==> src/rtl/cps_pkg.sv <==
package cps_pkg;

  typedef enum logic [2:0] {
    PH_IDLE,
    PH_POWER,
    PH_CLOCK,
    PH_WAIT,
    PH_RUN,
    PH_DOWN
  } phase_t;

  typedef enum logic [2:0] {
    DS_RST,
    DS_CLK,
    DS_VPP,
    DS_IO,
    DS_VCC
  } down_step_t;

  typedef struct packed {
    logic rst;
    logic vcc;
    logic vpp;
    logic clk;
    logic io_low;
  } lines_t;

endpackage

==> src/rtl/cps_span_timer.sv <==
module cps_span_timer #(
  parameter int STEP_CLKS = 16
) (
  input  logic clk,
  input  logic rst_n,
  input  logic clear,
  output logic done
);
  localparam int SPW = $clog2(STEP_CLKS + 1);
  localparam logic [SPW-1:0] LAST = SPW'(STEP_CLKS - 1);

  logic [SPW-1:0] cnt_q;

  assign done = (cnt_q == LAST);

  always_ff @(posedge clk or negedge rst_n) begin
    if (!rst_n)       cnt_q <= '0;
    else if (clear)   cnt_q <= '0;
    else if (!done)   cnt_q <= cnt_q + 1'b1;
  end

  a_r8_span_bounded: assert property (@(posedge clk) disable iff (!rst_n)
    cnt_q <= LAST);

endmodule

==> src/rtl/cps_tick_window.sv <==
module cps_tick_window #(
  parameter int CNT_MAX = 40000
) (
  input  logic                          clk,
  input  logic                          rst_n,
  input  logic                          clear,
  input  logic                          tick,
  output logic [$clog2(CNT_MAX+1)-1:0]  count
);
  localparam int TW = $clog2(CNT_MAX + 1);
  localparam logic [TW-1:0] TOP = TW'(CNT_MAX);

  logic [TW-1:0] cnt_q;

  assign count = cnt_q;

  always_ff @(posedge clk or negedge rst_n) begin
    if (!rst_n)                     cnt_q <= '0;
    else if (clear)                 cnt_q <= '0;
    else if (tick && cnt_q != TOP)  cnt_q <= cnt_q + 1'b1;
  end

  a_r7_window_saturates: assert property (@(posedge clk) disable iff (!rst_n)
    (cnt_q == TOP && !clear) |=> cnt_q == TOP);

endmodule

==> src/rtl/cps_fall_detect.sv <==
module cps_fall_detect (
  input  logic clk,
  input  logic rst_n,
  input  logic line,
  output logic fall
);
  logic prev_q;

  assign fall = prev_q & ~line;

  always_ff @(posedge clk or negedge rst_n) begin
    if (!rst_n) prev_q <= 1'b1;
    else        prev_q <= line;
  end

endmodule

==> src/rtl/card_power_seq.sv <==
module card_power_seq #(
  parameter int STEP_CLKS     = 16,
  parameter int IO_REL_TICKS  = 180,
  parameter int RST_LOW_TICKS = 400,
  parameter int ATR_MIN_TICKS = 400,
  parameter int ATR_MAX_TICKS = 40000
) (
  input  logic clk,
  input  logic rst_n,
  input  logic tick,
  input  logic start_req,
  input  logic stop_req,
  input  logic card_present,
  input  logic io_in,
  output logic card_rst,
  output logic vcc_on,
  output logic vpp_on,
  output logic clk_run,
  output logic io_hold_low,
  output logic active,
  output logic mute,
  output logic early
);
  import cps_pkg::*;

  localparam int CNT_MAX = (ATR_MAX_TICKS > RST_LOW_TICKS) ? ATR_MAX_TICKS : RST_LOW_TICKS;
  localparam int TW      = $clog2(CNT_MAX + 1);
  localparam logic [TW-1:0] IO_AT   = TW'(IO_REL_TICKS);
  localparam logic [TW-1:0] RST_AT  = TW'(RST_LOW_TICKS);
  localparam logic [TW-1:0] MIN_AT  = TW'(ATR_MIN_TICKS);
  localparam logic [TW-1:0] MAX_AT  = TW'(ATR_MAX_TICKS);

  phase_t     ph_q, ph_d;
  down_step_t step_q, step_d;
  lines_t     ln_q, ln_d;
  logic       mute_q, mute_d, early_q, early_d;
  logic       span_clr, span_done, win_clr, io_fall, abort, enter_down;
  logic [TW-1:0] win_cnt;

  cps_span_timer #(.STEP_CLKS(STEP_CLKS)) u_span (
    .clk(clk), .rst_n(rst_n), .clear(span_clr), .done(span_done)
  );

  cps_tick_window #(.CNT_MAX(CNT_MAX)) u_win (
    .clk(clk), .rst_n(rst_n), .clear(win_clr), .tick(tick), .count(win_cnt)
  );

  cps_fall_detect u_fall (
    .clk(clk), .rst_n(rst_n), .line(io_in), .fall(io_fall)
  );

  assign abort = stop_req | ~card_present;

  always_comb begin
    ph_d       = ph_q;
    step_d     = step_q;
    ln_d       = ln_q;
    mute_d     = mute_q;
    early_d    = early_q;
    span_clr   = 1'b0;
    win_clr    = 1'b0;
    enter_down = 1'b0;
    unique case (ph_q)
      PH_IDLE: begin
        if (start_req && card_present) begin
          ph_d     = PH_POWER;
          ln_d.vcc = 1'b1;
          mute_d   = 1'b0;
          early_d  = 1'b0;
          span_clr = 1'b1;
        end
      end
      PH_POWER: begin
        if (abort) enter_down = 1'b1;
        else if (span_done) begin
          ph_d     = PH_CLOCK;
          ln_d.clk = 1'b1;
          win_clr  = 1'b1;
        end
      end
      PH_CLOCK: begin
        if (abort) enter_down = 1'b1;
        else if (win_cnt == RST_AT) begin
          ph_d     = PH_WAIT;
          ln_d.rst = 1'b1;
          win_clr  = 1'b1;
        end else if (win_cnt == IO_AT) begin
          ln_d.io_low = 1'b0;
        end
      end
      PH_WAIT: begin
        if (abort) enter_down = 1'b1;
        else if (io_fall) begin
          ph_d = PH_RUN;
          if (win_cnt < MIN_AT) early_d = 1'b1;
        end else if (win_cnt == MAX_AT) begin
          mute_d     = 1'b1;
          enter_down = 1'b1;
        end
      end
      PH_RUN: begin
        if (abort) enter_down = 1'b1;
      end
      PH_DOWN: begin
        if (span_done) begin
          span_clr = 1'b1;
          unique case (step_q)
            DS_RST: begin step_d = DS_CLK; ln_d.clk    = 1'b0; end
            DS_CLK: begin step_d = DS_VPP; ln_d.vpp    = 1'b0; end
            DS_VPP: begin step_d = DS_IO;  ln_d.io_low = 1'b1; end
            DS_IO:  begin step_d = DS_VCC; ln_d.vcc    = 1'b0; end
            DS_VCC: ph_d = PH_IDLE;
            default: ph_d = PH_IDLE;
          endcase
        end
      end
      default: ph_d = PH_IDLE;
    endcase
    if (enter_down) begin
      ph_d     = PH_DOWN;
      step_d   = DS_RST;
      ln_d.rst = 1'b0;
      span_clr = 1'b1;
    end
  end

  always_ff @(posedge clk or negedge rst_n) begin
    if (!rst_n) begin
      ph_q    <= PH_IDLE;
      step_q  <= DS_RST;
      ln_q    <= '{rst: 1'b0, vcc: 1'b0, vpp: 1'b0, clk: 1'b0, io_low: 1'b1};
      mute_q  <= 1'b0;
      early_q <= 1'b0;
    end else begin
      ph_q    <= ph_d;
      step_q  <= step_d;
      ln_q    <= ln_d;
      mute_q  <= mute_d;
      early_q <= early_d;
    end
  end

  assign card_rst    = ln_q.rst;
  assign vcc_on      = ln_q.vcc;
  assign vpp_on      = ln_q.vpp;
  assign clk_run     = ln_q.clk;
  assign io_hold_low = ln_q.io_low;
  assign active      = ln_q.vcc;
  assign mute        = mute_q;
  assign early       = early_q;

  // lines move one at a time
  a_r8_one_line_moves: assert property (@(posedge clk) disable iff (!rst_n)
    $countones(ln_q ^ $past(ln_q)) <= 1);

  a_r4_rst_needs_clock: assert property (@(posedge clk) disable iff (!rst_n)
    card_rst |-> clk_run);

  a_r2_supply_before_clock: assert property (@(posedge clk) disable iff (!rst_n)
    $rose(clk_run) |-> vcc_on);

  a_r8_supply_off_last: assert property (@(posedge clk) disable iff (!rst_n)
    $fell(vcc_on) |-> (!clk_run && !card_rst && io_hold_low && !vpp_on));

  a_r7_mute_drops_reset: assert property (@(posedge clk) disable iff (!rst_n)
    $rose(mute) |-> !card_rst);

  a_r12_flags_hold_unpowered: assert property (@(posedge clk) disable iff (!rst_n)
    ($past(!vcc_on) && !vcc_on) |-> ($stable(mute) && $stable(early)));

  a_r3_io_free_before_reset: assert property (@(posedge clk) disable iff (!rst_n)
    $rose(card_rst) |-> !io_hold_low);

endmodule

==> config.mk <==
export PLATFORM = sky130hd
export DESIGN_NAME = card_power_seq
export DESIGN_NICKNAME = d
export VERILOG_FILES = /design/src/rtl/cps_pkg.sv /design/src/rtl/cps_span_timer.sv /design/src/rtl/cps_tick_window.sv /design/src/rtl/cps_fall_detect.sv /design/src/rtl/card_power_seq.sv
export SDC_FILE = /design/constraint.sdc
export NUM_CORES = 1
export LEC_CHECK = 0
export ABC_CLOCK_PERIOD_IN_PS = 5500
export CAP_MARGIN = 25
export CORE_UTILIZATION = 31
export DETAILED_ROUTE_END_ITERATION = 7
export PLACE_DENSITY_LB_ADDON = 0.25
export SLEW_MARGIN = 10
export SYNTH_ARGS = -nofsm -noshare
export SYNTH_HDL_FRONTEND = slang
export SYNTH_SLANG_ARGS = --single-unit
==> constraint.sdc <==
create_clock -name clk -period 5.5 [get_ports clk]
set_input_delay 0.55 -clock clk [delete_from_list [all_inputs] [get_ports clk]]
set_output_delay 0.55 -clock clk [all_outputs]
set_load 0.05 [all_outputs]
==> flow_summary.yaml, run 1 <==
clocking:
  cts_sinks: 34
  worst_skew_pair.late_latency_ns: 0.29
  cts-root-buf: "clkbuf_8"
  cts.clk_slew.worst_paths_ns: 0.07
  postCtsResizedCells: 0
  cts_hold_buf: 0
  cts_buffer_depth: 2
  cts_tree: "done"
  ctsHtreeMaxLevel: 2
  cts_setup_buffers: 0
  cts-buffers-inserted: 5
status:
  status: "finished, final reports clean"
finish:
  nets: 237
  fin_util: 0.355
  syn_to_final_growth_pct: 11.1
  design_area_um2: 2250
  fillers: 637
  insertedDiodeCount: 0
  drive_gt1_frac: 0.0881
power:
  power_uw: 833
  cellPowerDensity_nw_per_um2: 370
  p_leak_uw: 0.000930
  vdd_ir_drop_max_v: 0.000169
global_routing:
  use_met2: 0.208
  grt_util_met1: 0.170
  grt_pass1_wl_um: 7160
  grtUsageMet3: 0.0308
  first_global_vias: 1494
  grt_overflow: 0
  grt.busiest_layer: "met2"
  grt_max_degree: 35
  antenna_found_initial: 0
  grtUsageTotal: 0.129
timing:
  holdWs_ns: 0.495
  hold_viol: 0
  worst_pin_slew_ns: 0.630
  finalMaxSlewViolations: 0
  fin_crit_ns: 2.61
  slew_headroom: 0.580
  rsz0062_at_grt: "no"
  setup_tns_ns: 0
  setup_viol: 0
  fin_crit_sh: 0.474
  clock_skew_ns: 0.0136
  max_freq_mhz: 383
worst_setup_path:
  r2r-start: "u_span.cnt_q[0]"
  start_kind: "flip-flop"
  critPathKind: "reg -> reg"
  crit_path_end_kind: "flip-flop"
  crit_fanout: 17
  critPathRequiredTime_ns: 5.66
  startpoint: "u_span.cnt_q[0]"
  rr_worst_depth: 7
  arrival_ns: 2.77
die:
  core-area_um2: 6350
  die_x_um: 82.9
  rows: 29
  ios: 15
  start_util: 0.319
  die_h_um: 82.9
  die-area_um2: 6870
yosys:
  ys_seq_elements: 34
  synthMuxAreaShare: 0.00494
  synth_xor_area_frac: 0.0777
  syn_area_um2: 2030
  ys.flop_type: "dfrtp_1"
  ys.warnings.count: 0
  synth_compound_area_frac: 0.125
  synth-edff-count: 0
  synthAdderAreaFrac: 0.0247
  ys_types: 54
  synth.yosys.seq_area_share: 0.421
  synth_top_family_by_area: "simple AND/OR/NAND/NOR gates"
  async_reset_ff_frac: 1.00
  synthSimpleGateAreaFrac: 0.285
  syn_avg_cell_area_um2: 9.39
  syn_nets: 227
  synthCells: 216
placed_design:
  port_buffers: 13
  place_area_um2: 2160
  dpl.hpwl_um: 2910
  gp_congestion: 0.750
route:
  wl_um: 4180
  num_vias: 1549
  wl_per_cell_um: 13.7
  drt_iter0_drc: 78
  antenna_left: 0
  drc_errors: 0
  drt-pass1-iter-count: 4
  routed_via_density: 5.10
min_path:
  hp-start: "mute"
  hold_path_class: "reg -> reg"
  hold_depth: 1
job:
  max_cap_violations: 0
[sequential cells by signal (all words and copies together) (netlist names)]
register       flops
u_span.cnt_q       5
card_rst           1
io_hold_low        1
early              1
u_fall.prev_q      1
u_win.count       16
mute               1
active             1
clk_run            1
ph_q               3
step_q             3
[metrics by stage]
stage	setup slack, ns	std cells
after floorplan	3.27	216
after global placement	2.85	296
after detailed placement	2.81	296
after CTS	2.88	304
after global routing	2.70	304
final	2.89	304
[where the power goes]
part           total, uW  leakage, uW  switching (uW)  internal [uW]
Sequential           375     0.000436            77.7            298
Clock                190    0.0000482            88.6            101
Combinational        268     0.000446             150            118
Total                833     0.000930             316            517
[worst max-delay path, stage by stage (launching register included)]
cell and delay [ns]:
dfrtp_1 0.42, ha_1 0.23, and3_1 0.18, ha_1 0.29, a21o_2 0.24, o311a_1 0.30
and3_1 0.38, a311o_2 0.44
[worst paths after layout]
check                                       to  slack, ns
worst max-delay path                   ph_q[1]       2.89
worst min-delay path                      mute       0.50
worst max register to register         ph_q[1]       2.89
worst min register to register            mute       0.50
max in group asynchronous          io_hold_low       4.47
min in group asynchronous       u_win.count[6]       0.68
[per-layer routing]
metal  vias to the layer above  share of wire
li1                        773              -
met1                       753           0.49
met2                        21           0.47
met3                         2          0.029
met4                         0         0.0065
met5                         -              0
[synthesized netlist by cell type (2+ instances only)]
| cell | instances | share of area |
|---|---|---|
| nand3_1 | 9 | 0.022 |
| and3_1 | 4 | 0.012 |
| or3_1 | 2 | 0.0062 |
| nor3b_1 | 4 | 0.015 |
| and4_1 | 2 | 0.0086 |
| nor2_1 | 29 | 0.054 |
| xor2_1 | 3 | 0.013 |
| buf_6 | 2 | 0.011 |
| dfrtp_1 | 32 | 0.39 |
| xnor2_1 | 15 | 0.065 |
| a21oi_1 | 8 | 0.020 |
| inv_1 | 6 | 0.011 |
| nand2b_1 | 4 | 0.012 |
| nand2_1 | 20 | 0.037 |
| dfstp_2 | 2 | 0.026 |
| buf_4 | 3 | 0.011 |
| o21ai_0 | 5 | 0.012 |
| nor2b_1 | 3 | 0.0093 |
| nor4_1 | 4 | 0.012 |
| o21a_1 | 5 | 0.019 |
| ha_1 | 4 | 0.025 |
| nor4b_1 | 3 | 0.013 |
| nor3_1 | 16 | 0.039 |
[cell type report]
type                    instances  area [um2]  area share
multi-input cells             165        1050       0.467
flip-flops and latches         34         853       0.379
repair buffers                 14         138      0.0611
well taps                      77        96.3      0.0428
clock buffers                   7        86.3      0.0383
inverters                       6        22.5     0.00999
clock inverters                 1        5.00     0.00222
[kinds of logic (layout without fill, tap and decap cells)]
kind of cell,after synthesis,count (layout)
and+or+nand+nor,108,108
DFF,34,34
AOI/OAI and AO/OA,33,33
xor gates and xnor gates,18,18
buffers and inverters,17,28
adders and majority gates,4,4
other,1,1
muxes,1,1
[cell usage in the layout, fill, tap and decap left out, types with 2 or more instances in the layout]
| cell type | Yosys | routed |
|---|---|---|
| xnor2_1 | 15 | 15 |
| nor3b_1 | 4 | 4 |
| inv_1 | 6 | 6 |
| nor3_1 | 16 | 16 |
| nor4_1 | 4 | 4 |
| clkbuf_8 | 1 | 6 |
| dfrtp_1 | 32 | 32 |
| o21a_1 | 5 | 5 |
| nor2b_1 | 3 | 3 |
| ha_1 | 4 | 4 |
| and3_1 | 4 | 4 |
| nand3_1 | 9 | 9 |
| xor2_1 | 3 | 3 |
| a21oi_1 | 8 | 8 |
| nor2_1 | 29 | 29 |
| o21ai_0 | 5 | 5 |
| nand2_1 | 20 | 20 |
| and4_1 | 2 | 2 |
| nand2b_1 | 4 | 4 |
| or3_1 | 2 | 2 |
| dfstp_2 | 2 | 2 |
| clkdlybuf4s50_1 | 0 | 13 |
| nor4b_1 | 3 | 3 |
Note: power is estimated with default switching activity, not from simulation.
==> inputs of run 2 (changes only) <==
--- a/config.mk
+++ b/config.mk
@@ -5,7 +5,7 @@
 export SDC_FILE = /design/constraint.sdc
 export NUM_CORES = 1
 export LEC_CHECK = 0
-export ABC_CLOCK_PERIOD_IN_PS = 5500
+export ABC_CLOCK_PERIOD_IN_PS = 2700
 export CAP_MARGIN = 25
 export CORE_UTILIZATION = 31
 export DETAILED_ROUTE_END_ITERATION = 7
==> constraint.sdc (replaced) <==
create_clock -name clk -period 2.7 [get_ports clk]
set_input_delay 0.27 -clock clk [delete_from_list [all_inputs] [get_ports clk]]
set_output_delay 0.27 -clock clk [all_outputs]
set_load 0.05 [all_outputs]
==> flow_summary.yaml, run 2 (synthesized netlist as in run 1, its figures left out) <==
route:
  antenna_left: 0
  drc_errors: 0
  drt_iter0_drc: 61
  wl_per_cell_um: 13.7
  routed_via_density: 5.04
  wl_um: 4210
  num_vias: 1547
  drt-pass1-iter-count: 4
worst_setup_path:
  startpoint: "u_span.cnt_q[0]"
  crit_fanout: 16
  path_cells: "ha_1 -> and3_1 -> ha_1 -> nand3_1 -> a22oi_1 -> o311a_1 -> and3_1 -> buf_4 -> nor2_1"
  endpoint: "u_win.count[4]"
  arrival_ns: 2.49
  rr_worst_depth: 9
  worst-path-buf-inv: 1
  r2r-start: "u_span.cnt_q[0]"
  worst-r2r-setup-slack_ns: 0.38
  cp.depth: 9
  start_kind: "flip-flop"
  worst_path_max_delay_cell: "dfrtp_1"
  critPathRequiredTime_ns: 2.87
  critPathKind: "reg -> reg"
  reg2reg_to: "u_win.count[4]"
  crit_family: "simple AND/OR/NAND/NOR gates"
  slowest_delay_ns: 0.41
  crit_path_end_kind: "flip-flop"
finish:
  final_common_cell: "dfrtp_1"
  fillers: 640
  nets: 240
  largest_reg_flops: 16
  design_area_um2: 2260
  syn_to_final_growth_pct: 11.7
  drive_gt1_frac: 0.0913
  fin_cells: 307
  insertedDiodeCount: 0
  final_cell_mix: "dfrtp_1, nor2_1, nand2_1"
timing:
  worst_pin_slew_ns: 0.503
  hold_viol: 0
  slew_headroom: 0.662
  fin_crit_sh: 0.860
  rsz0062_at_grt: "no"
  fin_crit_ns: 2.32
  finalMaxSlewViolations: 0
  setup_viol: 0
  clock_skew_ns: 0.00997
  max_freq_mhz: 431
  setup_tns_ns: 0
clocking:
  worst_skew_pair.late_latency_ns: 0.29
  cts_tree: "done"
  ctsHtreeMaxLevel: 2
  cts_setup_buffers: 0
  cts_sinks: 34
  postCtsResizedCells: 0
  cts_hold_buf: 0
  cts_buffer_depth: 2
  cts.clk_slew.worst_paths_ns: 0.07
  cts-root-buf: "clkbuf_8"
  cts-buffers-inserted: 5
placed_design:
  dp.cells: 299
  place_area_um2: 2180
  gp_congestion: 0.757
  dpl.hpwl_um: 3060
  port_buffers: 13
die:
  die-area_um2: 6870
  rows: 29
  ios: 15
  die_x_um: 82.9
  start_util: 0.319
  die_h_um: 82.9
  core-area_um2: 6350
power:
  cellPowerDensity_nw_per_um2: 737
  vdd_ir_drop_max_v: 0.000450
  p_leak_uw: 0.000938
global_routing:
  grt_max_degree: 35
  antenna_found_initial: 0
  first_global_vias: 1538
  grtUsageTotal: 0.128
  grt_pass1_wl_um: 7060
  grt_overflow: 0
status:
  status: "finished, final reports clean"
job:
  max_cap_violations: 0
min_path:
  hold_path_class: "in -> async"
## run 2: cell types whose count changed in the layout (fill, tap and decap cells not counted)
cell	change
buf_4	+3
clkinv_2	-1
clkbuf_1	+2
clkbuf_8	-1
## run 2: how the worst min path moves through the flow
stage	startpoint	to	depth (start not counted)
after floorplan	rst_n	active	0
after global placement	mute	mute	1
after detailed placement	early	early	1
after CTS	rst_n	u_win.count[11]	2
after global routing	rst_n	u_win.count[0]	2
final	rst_n	u_win.count[11]	2
## run 2: metrics by stage
step,hold slack [ns],total power [uW],setup slack [ns],utilization
floorplan,-0.0256,1210,0.472,-
global placement,0.484,1320,0.438,0.344
detailed placement,0.493,1320,0.386,0.344
CTS,0.420,1700,0.382,0.357
global route,0.432,1790,0.126,0.357
finish,0.394,1670,0.379,0.357
## run 2: cell type report
cell class	count	area, um2	area share
well taps	77	96.3	0.0425
clock buffers	8	80.1	0.0354
repair buffers	17	160	0.0707
flip-flops and latches	34	853	0.377
multi-input cells	165	1050	0.465
inverters	6	22.5	0.00994
## run 2: where the power goes
group / internal [uW] / switching [uW] / leakage [uW]
registers: 607 / 161 / 0.000436
clock network: 183 / 177 / 0.0000395
logic: 243 / 297 / 0.000462
total: 1030 / 636 / 0.000938
## run 2: layer usage
metal | track usage | vias to the layer above | routed length [um] | part of all wire
met3 | 0.0308 | 2 | 153 | 0.036
li1 | - | 783 | - | -
met5 | 0 | - | 0 | 0
met2 | 0.215 | 25 | 2050 | 0.49
met4 | 0.0549 | 0 | 35 | 0.0083
met1 | 0.158 | 737 | 1970 | 0.47
==> inputs of run 3 (changes only) <==
--- a/config.mk
+++ b/config.mk
@@ -5,9 +5,10 @@
 export SDC_FILE = /design/constraint.sdc
 export NUM_CORES = 1
 export LEC_CHECK = 0
-export ABC_CLOCK_PERIOD_IN_PS = 2700
+export ABC_CLOCK_PERIOD_IN_PS = 1930
 export CAP_MARGIN = 25
 export CORE_UTILIZATION = 31
+export CTS_CLUSTER_SIZE = 16
 export DETAILED_ROUTE_END_ITERATION = 7
 export PLACE_DENSITY_LB_ADDON = 0.25
 export SLEW_MARGIN = 10
==> constraint.sdc (replaced) <==
create_clock -name clk -period 1.93 [get_ports clk]
set_input_delay 0.193 -clock clk [delete_from_list [all_inputs] [get_ports clk]]
set_output_delay 0.193 -clock clk [all_outputs]
set_load 0.05 [all_outputs]
==> flow_summary.yaml, run 3 (synthesized netlist as in run 1, its figures left out) <==
status:
  status: "finished, violations left"
  violations: "negative hold slack, negative setup slack"
min_path:
  hold_path_class: "in -> async"
timing:
  hold_viol: 10
  rsz0062_at_grt: "yes"
  finalMaxSlewViolations: 0
  worst_pin_slew_ns: 0.795
  clock_skew_ns: 0.00530
  finalWorstSetupSlack_ns: -0.0739
  fin_crit_sh: 1.04
  slew_headroom: 0.470
  holdWs_ns: -0.0103
  fin_crit_ns: 2.00
  setup_tns_ns: -0.0739
  setup_viol: 1
  max_freq_mhz: 499
route:
  routed_via_density: 5.03
  antenna_left: 0
  wl_um: 4760
  drt_iter0_drc: 69
  num_vias: 1734
  drc_errors: 0
  wl_per_cell_um: 13.8
  drt-pass1-iter-count: 4
finish:
  design_area_um2: 2720
  syn_to_final_growth_pct: 34.1
  nets: 279
  fillers: 622
  drive_gt1_frac: 0.321
  largest_reg_flops: 16
  final_common_cell: "buf_4"
  fin_cells: 345
  insertedDiodeCount: 0
  final_cell_mix: "buf_4, dfrtp_1, nor2_1"
worst_setup_path:
  worst-path-buf-inv: 0
  start_kind: "flip-flop"
  critPathKind: "reg -> reg"
  critPathRequiredTime_ns: 2.10
  path_cells: "ha_2 -> and3_4 -> ha_4 -> a21o_2 -> o311a_1 -> and3_4 -> a311o_2"
  path_common_cell: "and3_4"
  crit_family: "compound AO/OA/AOI/OAI gates"
  worst_path_max_delay_cell: "dfrtp_1"
  crit_path_end_kind: "flip-flop"
  arrival_ns: 2.17
  crit_fanout: 4
  slowest_delay_ns: 0.40
placed_design:
  dp.cells: 337
  gp_congestion: 0.830
  place_area_um2: 2500
  pre_cts_ws_ns: -0.155
  dpl.hpwl_um: 3460
  port_buffers: 13
global_routing:
  first_global_vias: 1812
  grtUsageTotal: 0.151
  grt_overflow: 0
  antenna_found_initial: 0
  grt_max_degree: 35
  grt_pass1_wl_um: 8450
clocking:
  worst_skew_pair.late_latency_ns: 0.28
  cts-buffers-inserted: 5
  cts.clk_slew.worst_paths_ns: 0.07
  ctsHtreeMaxLevel: 2
  cts_tree: "done"
  cts-root-buf: "clkbuf_8"
  cts_buffer_depth: 2
  cts_sinks: 34
die:
  core-area_um2: 6350
  start_util: 0.319
  rows: 29
  ios: 15
  die_h_um: 82.9
  die_x_um: 82.9
  die-area_um2: 6870
power:
  cellPowerDensity_nw_per_um2: 1010
  p_leak_uw: 0.00115
  vdd_ir_drop_max_v: 0.000598
job:
  max_cap_violations: 0
## run 3: where the power goes
part | switching (uW) | internal [uW] | total [uW]
combinational | 605 | 593 | 1200
clock | 250 | 283 | 533
sequential | 171 | 849 | 1020
## run 3: worst paths after layout
path	to	start	depth (start not counted)	slack (ns)
setup / recovery	ph_q[1]	u_span.cnt_q[0]	7	-0.07
setup reg to reg	ph_q[1]	u_span.cnt_q[0]	7	-0.07
max in group asynchronous	u_span.cnt_q[4]	rst_n	1	1.43
hold / removal	u_win.count[1]	rst_n	1	-0.01
hold reg to reg	card_rst	card_rst	2	0.50
min in group clk	u_fall.prev_q	io_in	1	0.34
## run 3: cell type report
| cell class | count | area (um2) | share of cell area |
|---|---|---|---|
| multi-input cells | 165 | 1200 | 0.441 |
| flip-flops and latches | 34 | 853 | 0.314 |
| repair buffers | 56 | 460 | 0.169 |
| well taps | 77 | 96.3 | 0.0354 |
| clock buffers | 7 | 86.3 | 0.0318 |
| inverters | 6 | 22.5 | 0.00828 |
## run 3: stage by stage
stage / util / total power [uW]
2_1_floorplan: - / 1700
3_3_place_gp: 0.393 / 2100
3_5_place_dp: 0.393 / 2110
4_1_cts: 0.417 / 2730
5_1_grt: 0.428 / 2950
6_report: 0.428 / 2750
## run 3: per-layer routing
metal  wire length (um)  track usage
met2               2370        0.254
met4                 30       0.0376
met1               2240        0.197
met3                115       0.0328
met5                  0            0
## run 3: repair_timing
item | 4_1_cts | 5_1_grt
pin swaps | 4 | 6
hold buffers | 0 | 0
setup buffers | 1 | 0
gates resized for setup | 14 | 14
endpoints found under the setup margin | 25 | 27
